## config.mk

```make
export PLATFORM = sky130hd
export DESIGN_NAME = serial_chan_buffer
export DESIGN_NICKNAME = d
export VERILOG_FILES = /design/src/rtl/scb_pkg.sv /design/src/rtl/scb_ctrl.sv /design/src/rtl/scb_datapath.sv /design/src/rtl/serial_chan_buffer.sv
export SDC_FILE = /design/constraint.sdc
export NUM_CORES = 1
export LEC_CHECK = 0
export ABC_AREA = 1
export BUFFER_PORTS_ARGS = -buffer_cell sky130_fd_sc_hd__buf_2
export CORE_UTILIZATION = 45
export DETAILED_ROUTE_END_ITERATION = 10
export PLACE_DENSITY = 0.72
export SETUP_SLACK_MARGIN = 0.5
export SLEW_MARGIN = 0
export SYNTH_ARGS = -nofsm -noshare
export SYNTH_HDL_FRONTEND = slang
export SYNTH_HIERARCHICAL = 1
export SYNTH_SLANG_ARGS = --single-unit
```

## constraint.sdc

```tcl
create_clock -name clk -period 2.7 [get_ports clk]
set_input_delay 0.135 -clock clk [delete_from_list [all_inputs] [get_ports clk]]
set_output_delay 0.135 -clock clk [all_outputs]
set_load 0.02 [all_outputs]
```

## src/rtl/scb_pkg.sv

```systemverilog
package scb_pkg;

  localparam logic [1:0] FILL_EMPTY = 2'b00;
  localparam logic [1:0] FILL_PART  = 2'b10;
  localparam logic [1:0] FILL_FULL  = 2'b11;

  // one-cycle actions that the control requests from the datapath
  typedef struct packed {
    logic clear;      // empty the buffer
    logic push;       // store a word at the tail
    logic overwrite;  // replace the newest word
    logic pop;        // drop the oldest word
    logic txLoad;     // hand the oldest word to the shift side
    logic txZero;     // hand a zero word to the shift side
    logic selCore;    // word source: 1 core, 0 shift side
  } bufStrobes_t;

endpackage

```

## src/rtl/scb_ctrl.sv

```systemverilog
module scb_ctrl
  import scb_pkg::*;
#(
  parameter int DEPTH = 2,
  localparam int CW = $clog2(DEPTH + 1)
) (
  input  logic          clk,
  input  logic          rstN,
  input  logic          dirWrite,
  input  logic          dirValue,
  input  logic          needSync,
  input  logic          frameSync,
  input  logic          slotTick,
  input  logic          coreWrEn,
  input  logic          coreRdEn,
  input  logic [CW-1:0] count,
  output bufStrobes_t   strobes,
  output logic          dirMode,
  output logic          errFlag,
  output logic [1:0]    fillStatus
);

  logic wordEvent;
  logic isEmpty;
  logic isFull;
  logic errSet;

  assign wordEvent = needSync ? frameSync : slotTick;
  assign isEmpty   = (count == '0);
  assign isFull    = (count == CW'(DEPTH));

  always_comb begin
    strobes = '0;
    if (dirWrite) begin
      strobes.clear = 1'b1;
    end else if (dirMode) begin
      strobes.selCore = 1'b1;
      strobes.txLoad  = wordEvent && !isEmpty;
      strobes.txZero  = wordEvent && isEmpty;
      strobes.pop     = wordEvent && !isEmpty;
      strobes.push    = coreWrEn && !isFull;
    end else begin
      strobes.push      = wordEvent && !isFull;
      strobes.overwrite = wordEvent && isFull;
      strobes.pop       = coreRdEn && !isEmpty;
    end
  end

  assign errSet = strobes.txZero || strobes.overwrite;

  always_ff @(posedge clk) begin
    if (!rstN) begin
      dirMode <= 1'b0;
      errFlag <= 1'b0;
    end else if (dirWrite) begin
      dirMode <= dirValue;
      errFlag <= 1'b0;
    end else if (errSet) begin
      errFlag <= 1'b1;
    end
  end

  always_comb begin
    if (isEmpty)     fillStatus = FILL_EMPTY;
    else if (isFull) fillStatus = FILL_FULL;
    else             fillStatus = FILL_PART;
  end

  assert_fill_code_R2: assert property (@(posedge clk) disable iff (!rstN)
    fillStatus != 2'b01);

  assert_err_sticky_R9: assert property (@(posedge clk) disable iff (!rstN)
    (errFlag && !dirWrite) |=> errFlag);

  assert_dir_clear_R9: assert property (@(posedge clk) disable iff (!rstN)
    dirWrite |=> (!errFlag && dirMode == $past(dirValue)));

  assert_tx_underflow_R5: assert property (@(posedge clk) disable iff (!rstN)
    (!dirWrite && dirMode && wordEvent && fillStatus == FILL_EMPTY) |=> errFlag);

  assert_rx_overflow_R7: assert property (@(posedge clk) disable iff (!rstN)
    (!dirWrite && !dirMode && wordEvent && fillStatus == FILL_FULL) |=> errFlag);

endmodule

```

## src/rtl/scb_datapath.sv

```systemverilog
module scb_datapath
  import scb_pkg::*;
#(
  parameter int W     = 16,
  parameter int DEPTH = 2,
  localparam int PW = (DEPTH > 1) ? $clog2(DEPTH) : 1,
  localparam int CW = $clog2(DEPTH + 1)
) (
  input  logic          clk,
  input  logic          rstN,
  input  bufStrobes_t   strobes,
  input  logic          dirMode,
  input  logic [W-1:0]  coreWrData,
  input  logic [W-1:0]  shiftInData,
  output logic [W-1:0]  coreRdData,
  output logic [W-1:0]  shiftOutData,
  output logic          shiftOutValid,
  output logic [CW-1:0] count
);

  logic [W-1:0]  mem [DEPTH];
  logic [PW-1:0] rdPtr;
  logic [PW-1:0] wrPtr;
  logic [PW-1:0] newestPtr;
  logic [W-1:0]  wrData;

  function automatic logic [PW-1:0] nextPtr(input logic [PW-1:0] p);
    return (p == PW'(DEPTH - 1)) ? '0 : p + 1'b1;
  endfunction

  assign newestPtr  = (wrPtr == '0) ? PW'(DEPTH - 1) : wrPtr - 1'b1;
  assign wrData     = strobes.selCore ? coreWrData : shiftInData;
  assign coreRdData = (!dirMode && count != '0) ? mem[rdPtr] : '0;

  always_ff @(posedge clk) begin
    if (!rstN) begin
      rdPtr <= '0;
      wrPtr <= '0;
      count <= '0;
      for (int i = 0; i < DEPTH; i++) mem[i] <= '0;
    end else if (strobes.clear) begin
      rdPtr <= '0;
      wrPtr <= '0;
      count <= '0;
    end else begin
      if (strobes.push) begin
        mem[wrPtr] <= wrData;
        wrPtr <= nextPtr(wrPtr);
      end
      if (strobes.overwrite) mem[newestPtr] <= wrData;
      if (strobes.pop) rdPtr <= nextPtr(rdPtr);
      count <= count + CW'(strobes.push) - CW'(strobes.pop);
    end
  end

  always_ff @(posedge clk) begin
    if (!rstN) begin
      shiftOutValid <= 1'b0;
      shiftOutData  <= '0;
    end else begin
      shiftOutValid <= strobes.txLoad || strobes.txZero;
      if (strobes.txLoad)      shiftOutData <= mem[rdPtr];
      else if (strobes.txZero) shiftOutData <= '0;
    end
  end

  assert_count_bound_R2: assert property (@(posedge clk) disable iff (!rstN)
    count <= CW'(DEPTH));

  assert_zero_word_R5: assert property (@(posedge clk) disable iff (!rstN)
    strobes.txZero |=> (shiftOutValid && shiftOutData == '0));

  assert_overwrite_keeps_count_R7: assert property (@(posedge clk) disable iff (!rstN)
    (strobes.overwrite && !strobes.pop) |=> $stable(count));

  assert_clear_empties_R9: assert property (@(posedge clk) disable iff (!rstN)
    strobes.clear |=> (count == '0));

endmodule

```

## src/rtl/serial_chan_buffer.sv

```systemverilog
module serial_chan_buffer
  import scb_pkg::*;
#(
  parameter int W     = 16,
  parameter int DEPTH = 2
) (
  input  logic         clk,
  input  logic         rstN,
  input  logic         dirWrite,
  input  logic         dirValue,
  input  logic         needSync,
  input  logic         frameSync,
  input  logic         slotTick,
  input  logic         coreWrEn,
  input  logic [W-1:0] coreWrData,
  input  logic         coreRdEn,
  output logic [W-1:0] coreRdData,
  input  logic [W-1:0] shiftInData,
  output logic [W-1:0] shiftOutData,
  output logic         shiftOutValid,
  output logic         dirMode,
  output logic [1:0]   fillStatus,
  output logic         errFlag
);

  localparam int CW = $clog2(DEPTH + 1);

  bufStrobes_t   strobes;
  logic [CW-1:0] count;

  scb_ctrl #(.DEPTH(DEPTH)) u_ctrl (
    .clk        (clk),
    .rstN       (rstN),
    .dirWrite   (dirWrite),
    .dirValue   (dirValue),
    .needSync   (needSync),
    .frameSync  (frameSync),
    .slotTick   (slotTick),
    .coreWrEn   (coreWrEn),
    .coreRdEn   (coreRdEn),
    .count      (count),
    .strobes    (strobes),
    .dirMode    (dirMode),
    .errFlag    (errFlag),
    .fillStatus (fillStatus)
  );

  scb_datapath #(.W(W), .DEPTH(DEPTH)) u_dp (
    .clk           (clk),
    .rstN          (rstN),
    .strobes       (strobes),
    .dirMode       (dirMode),
    .coreWrData    (coreWrData),
    .shiftInData   (shiftInData),
    .coreRdData    (coreRdData),
    .shiftOutData  (shiftOutData),
    .shiftOutValid (shiftOutValid),
    .count         (count)
  );

endmodule

```

==> impl_results.md <==
- Post-synthesis register bit count: 56
- First-pass GRT wire length: 9.41 mm
- Vias per inst: 4.54
- Clock-pin slew on the worst setup and hold paths: 0.09 ns
- Main flop type after synthesis: edfxtp_1
- Hold buffers post-CTS: 0
- CTS tree: done
- # port buffers: 77
- Total CTS buffers: 5
- Core area: 0.00599 mm^2
- WL/cell: 11.2 um
- Crit path DAT: 2.03 ns
- Crit-path max FO: 17
- Peak supply drop: 0.000225 V
- PD cells: 485 mW/mm^2
- Root buf cell: clkbuf_8
- Sequential share of the synthesized area: 50.7%
- Run status: complete, no violations
- DR pass1 iterations: 4
- Register area: 0.00144 mm^2
- Gpl congestion: 0.833
- Clk sinks: 56
- Final Util: 56.2%
- Worst-case hold slack: 0.0840 ns
- Max_slew headroom: 55.8%
- Setup WS pre-CTS: 0.510 ns
- FMAX: 496 MHz
- Setup tns final: 0 ns
- Worst slew pin tran: 0.663 ns
- Die H: 81.5 um
- Routed WL: 5.74 mm
- Die Width: 81.5 um
- Initial antenna violation count: 0
- Count leader, synth: nand2_1
- Syn Std Cell Area: 0.00284 mm^2
- NumNets Final: 479
- Post-Syn Area per Cell: 7.85 um^2
- Nature of the critical path startpoint: register
- DRC: 0
- Worst Skew: 0.00382 ns
- Post-synth top area cell: edfxtp_1
- Max Root-Sink Buffers: 2
- Grt total ovfl: 0
- Placed instance area: 0.00326 mm^2
- Die area: 0.00664 mm^2
- WS Path Type: register to register
- Post-synth EDFFs: 32
- Number of diodes: 0
- Via count: 2326
- Largest net degree at the start of global routing: 34
- IO Pins: 78
- Synth unique cells: 29
- Fin crit share: 74.6%
- Max Slew Vio Count: 0
- Worst path required time: 2.71 ns
- Tot GR Track Use: 18.8%
- Fin. Hold Viols: 0
- Unrepaired setup endpoints after global routing: no
- Ys Warns: 6
- Fillcell total: 555
- Leak pwr: 1.68 nW
- Area grow syn2layout: 18.5%
- Most instantiated cells after synthesis: 94 x nand2_1, 66 x inv_1, 47 x nor2_1
- Fin area: 0.00337 mm^2
- Tightest Hold Check Type: input pin to register
- HPWL reported at the end of detailed placement: 4.48 mm
- Fin crit period: 2.02 ns
- Setup WS post-layout: 0.685 ns
- Critical Path Sink Type: register
- Mapped Cells: 362
- Dominant cells by area after synthesis: edfxtp_1 34%, dfxtp_1 17%, nand2_1 12%
- Routed Antenna Nets: 0
- Vias in the first global route: 2102
- Post-synth ARST share: 0%
- Multi-input logic area: 0.00104 mm^2
- Final number of setup-violating endpoints: 0
- Initial DRC Count: 78
- Max H-tree Level: 2
- Initial Util: 47.4%
- Share of the synthesized area in the top cell type: 33.8%
- Clock Latency Late Sink: 0.30 ns
- Net count after synthesis: 405
- Max cap viols: 0
- Share of cells above drive strength 1: 26.3%
- Site Rows: 28
==> per-stage QoR <==
step / total power, W / instances
3_5_place_dp: 0.00115 / 504
6_report: 0.00163 / 512
4_1_cts: 0.00164 / 512
2_1_floorplan: 0.00108 / 362
3_3_place_gp: 0.00114 / 504
5_1_grt: 0.00170 / 512
==> cell families (layout without fill, tap and decap cells) <==
logic type	after synthesis	count (layout)	synth area share [%]
xor gates and xnor gates	1	1	0.308
buffers and inverters	84	159	12.6
DFF	56	56	50.7
adders and majority gates	2	2	0.881
and+or+nand+nor	179	179	27.5
AOI/OAI and AO/OA	40	40	7.97
==> worst max-delay path, stage by stage (launching register included) <==
cell and delay, ns:
dfxtp_1 0.40, inv_1 0.07, nand2_2 0.07, o211ai_1 0.08, a31oi_1 0.22, inv_1 0.08, or2_1 0.24, nand2_2 0.08
nand2_4 0.15, nand2_1 0.12, buf_6 0.19
==> final timing paths <==
path / startpoint / end / slack (ns) / cells past startpoint
worst max-delay path: u_dp/count[0]$_SDFF_PP0_ / u_dp/mem[0][4]$_DFFE_PP_ / 0.68 / 10
worst min-delay path: dirValue / u_ctrl/dirMode$_SDFFE_PN0P_ / 0.08 / 3
worst max register to register: u_dp/count[0]$_SDFF_PP0_ / u_dp/mem[0][4]$_DFFE_PP_ / 0.68 / 10
worst min register to register: u_dp/shiftOutData[14]$_SDFFE_PN0P_ / u_dp/shiftOutData[14]$_SDFFE_PN0P_ / 0.47 / 2
==> where the power goes <==
group          internal [W]  switching (W)  leakage, nW
clock network      0.000238       0.000266       0.0523
logic             0.0000659       0.000124         1.09
registers          0.000929      0.0000107        0.528
total               0.00123       0.000401         1.68
==> final cells by class <==
type,count,area share [%]
inverter,70,7.80
clock buffer,6,2.79
multi-input combinational,222,31.0
tap,75,2.79
clock inverter,2,0.371
sequential,56,42.8
timing repair buffer,81,12.4
==> state kept, by name (all words and copies together) (netlist names), named ones only <==
register / cells
u_dp/shiftOutData: 16
u_dp/count: 2
u_dp/wrPtr: 1
u_ctrl/errFlag: 1
u_ctrl/dirMode: 1
u_dp/shiftOutValid: 1
u_dp/rdPtr: 1
u_dp/mem: 32
==> metal layers <==
layer | global-route usage (%) | vias up | share of wire [%]
met2 | 30.6 | 67 | 46
met4 | 5.89 | 0 | 1.2
met5 | 0 | - | 0
met1 | 25.2 | 1004 | 47
met3 | 3.78 | 6 | 5.9
li1 | - | 1249 | -
==> what timing repair did <==
action,CTS,global route
endpoints found under the hold margin,0,0
setup endpoints to repair,11,16
pin swaps,0,0
buffers inserted,0,0
resized for setup,1,1
==> layout by cell type, fill, tap and decap left out, types with 2 or more instances in the layout <==
| cell | n |
|---|---|
| nand2_1 | 93 |
| buf_2 | 77 |
| inv_1 | 66 |
| nor2_1 | 47 |
| edfxtp_1 | 32 |
| dfxtp_1 | 24 |
| a21oi_1 | 19 |
| nand3_1 | 17 |
| o21ai_0 | 16 |
| nor2_2 | 10 |
| clkbuf_8 | 5 |
| nand2_2 | 5 |
| buf_4 | 3 |
| inv_2 | 3 |
| nand3_2 | 2 |
| nor2_4 | 2 |
| ha_1 | 2 |
Power figures use the tool's default switching activity.
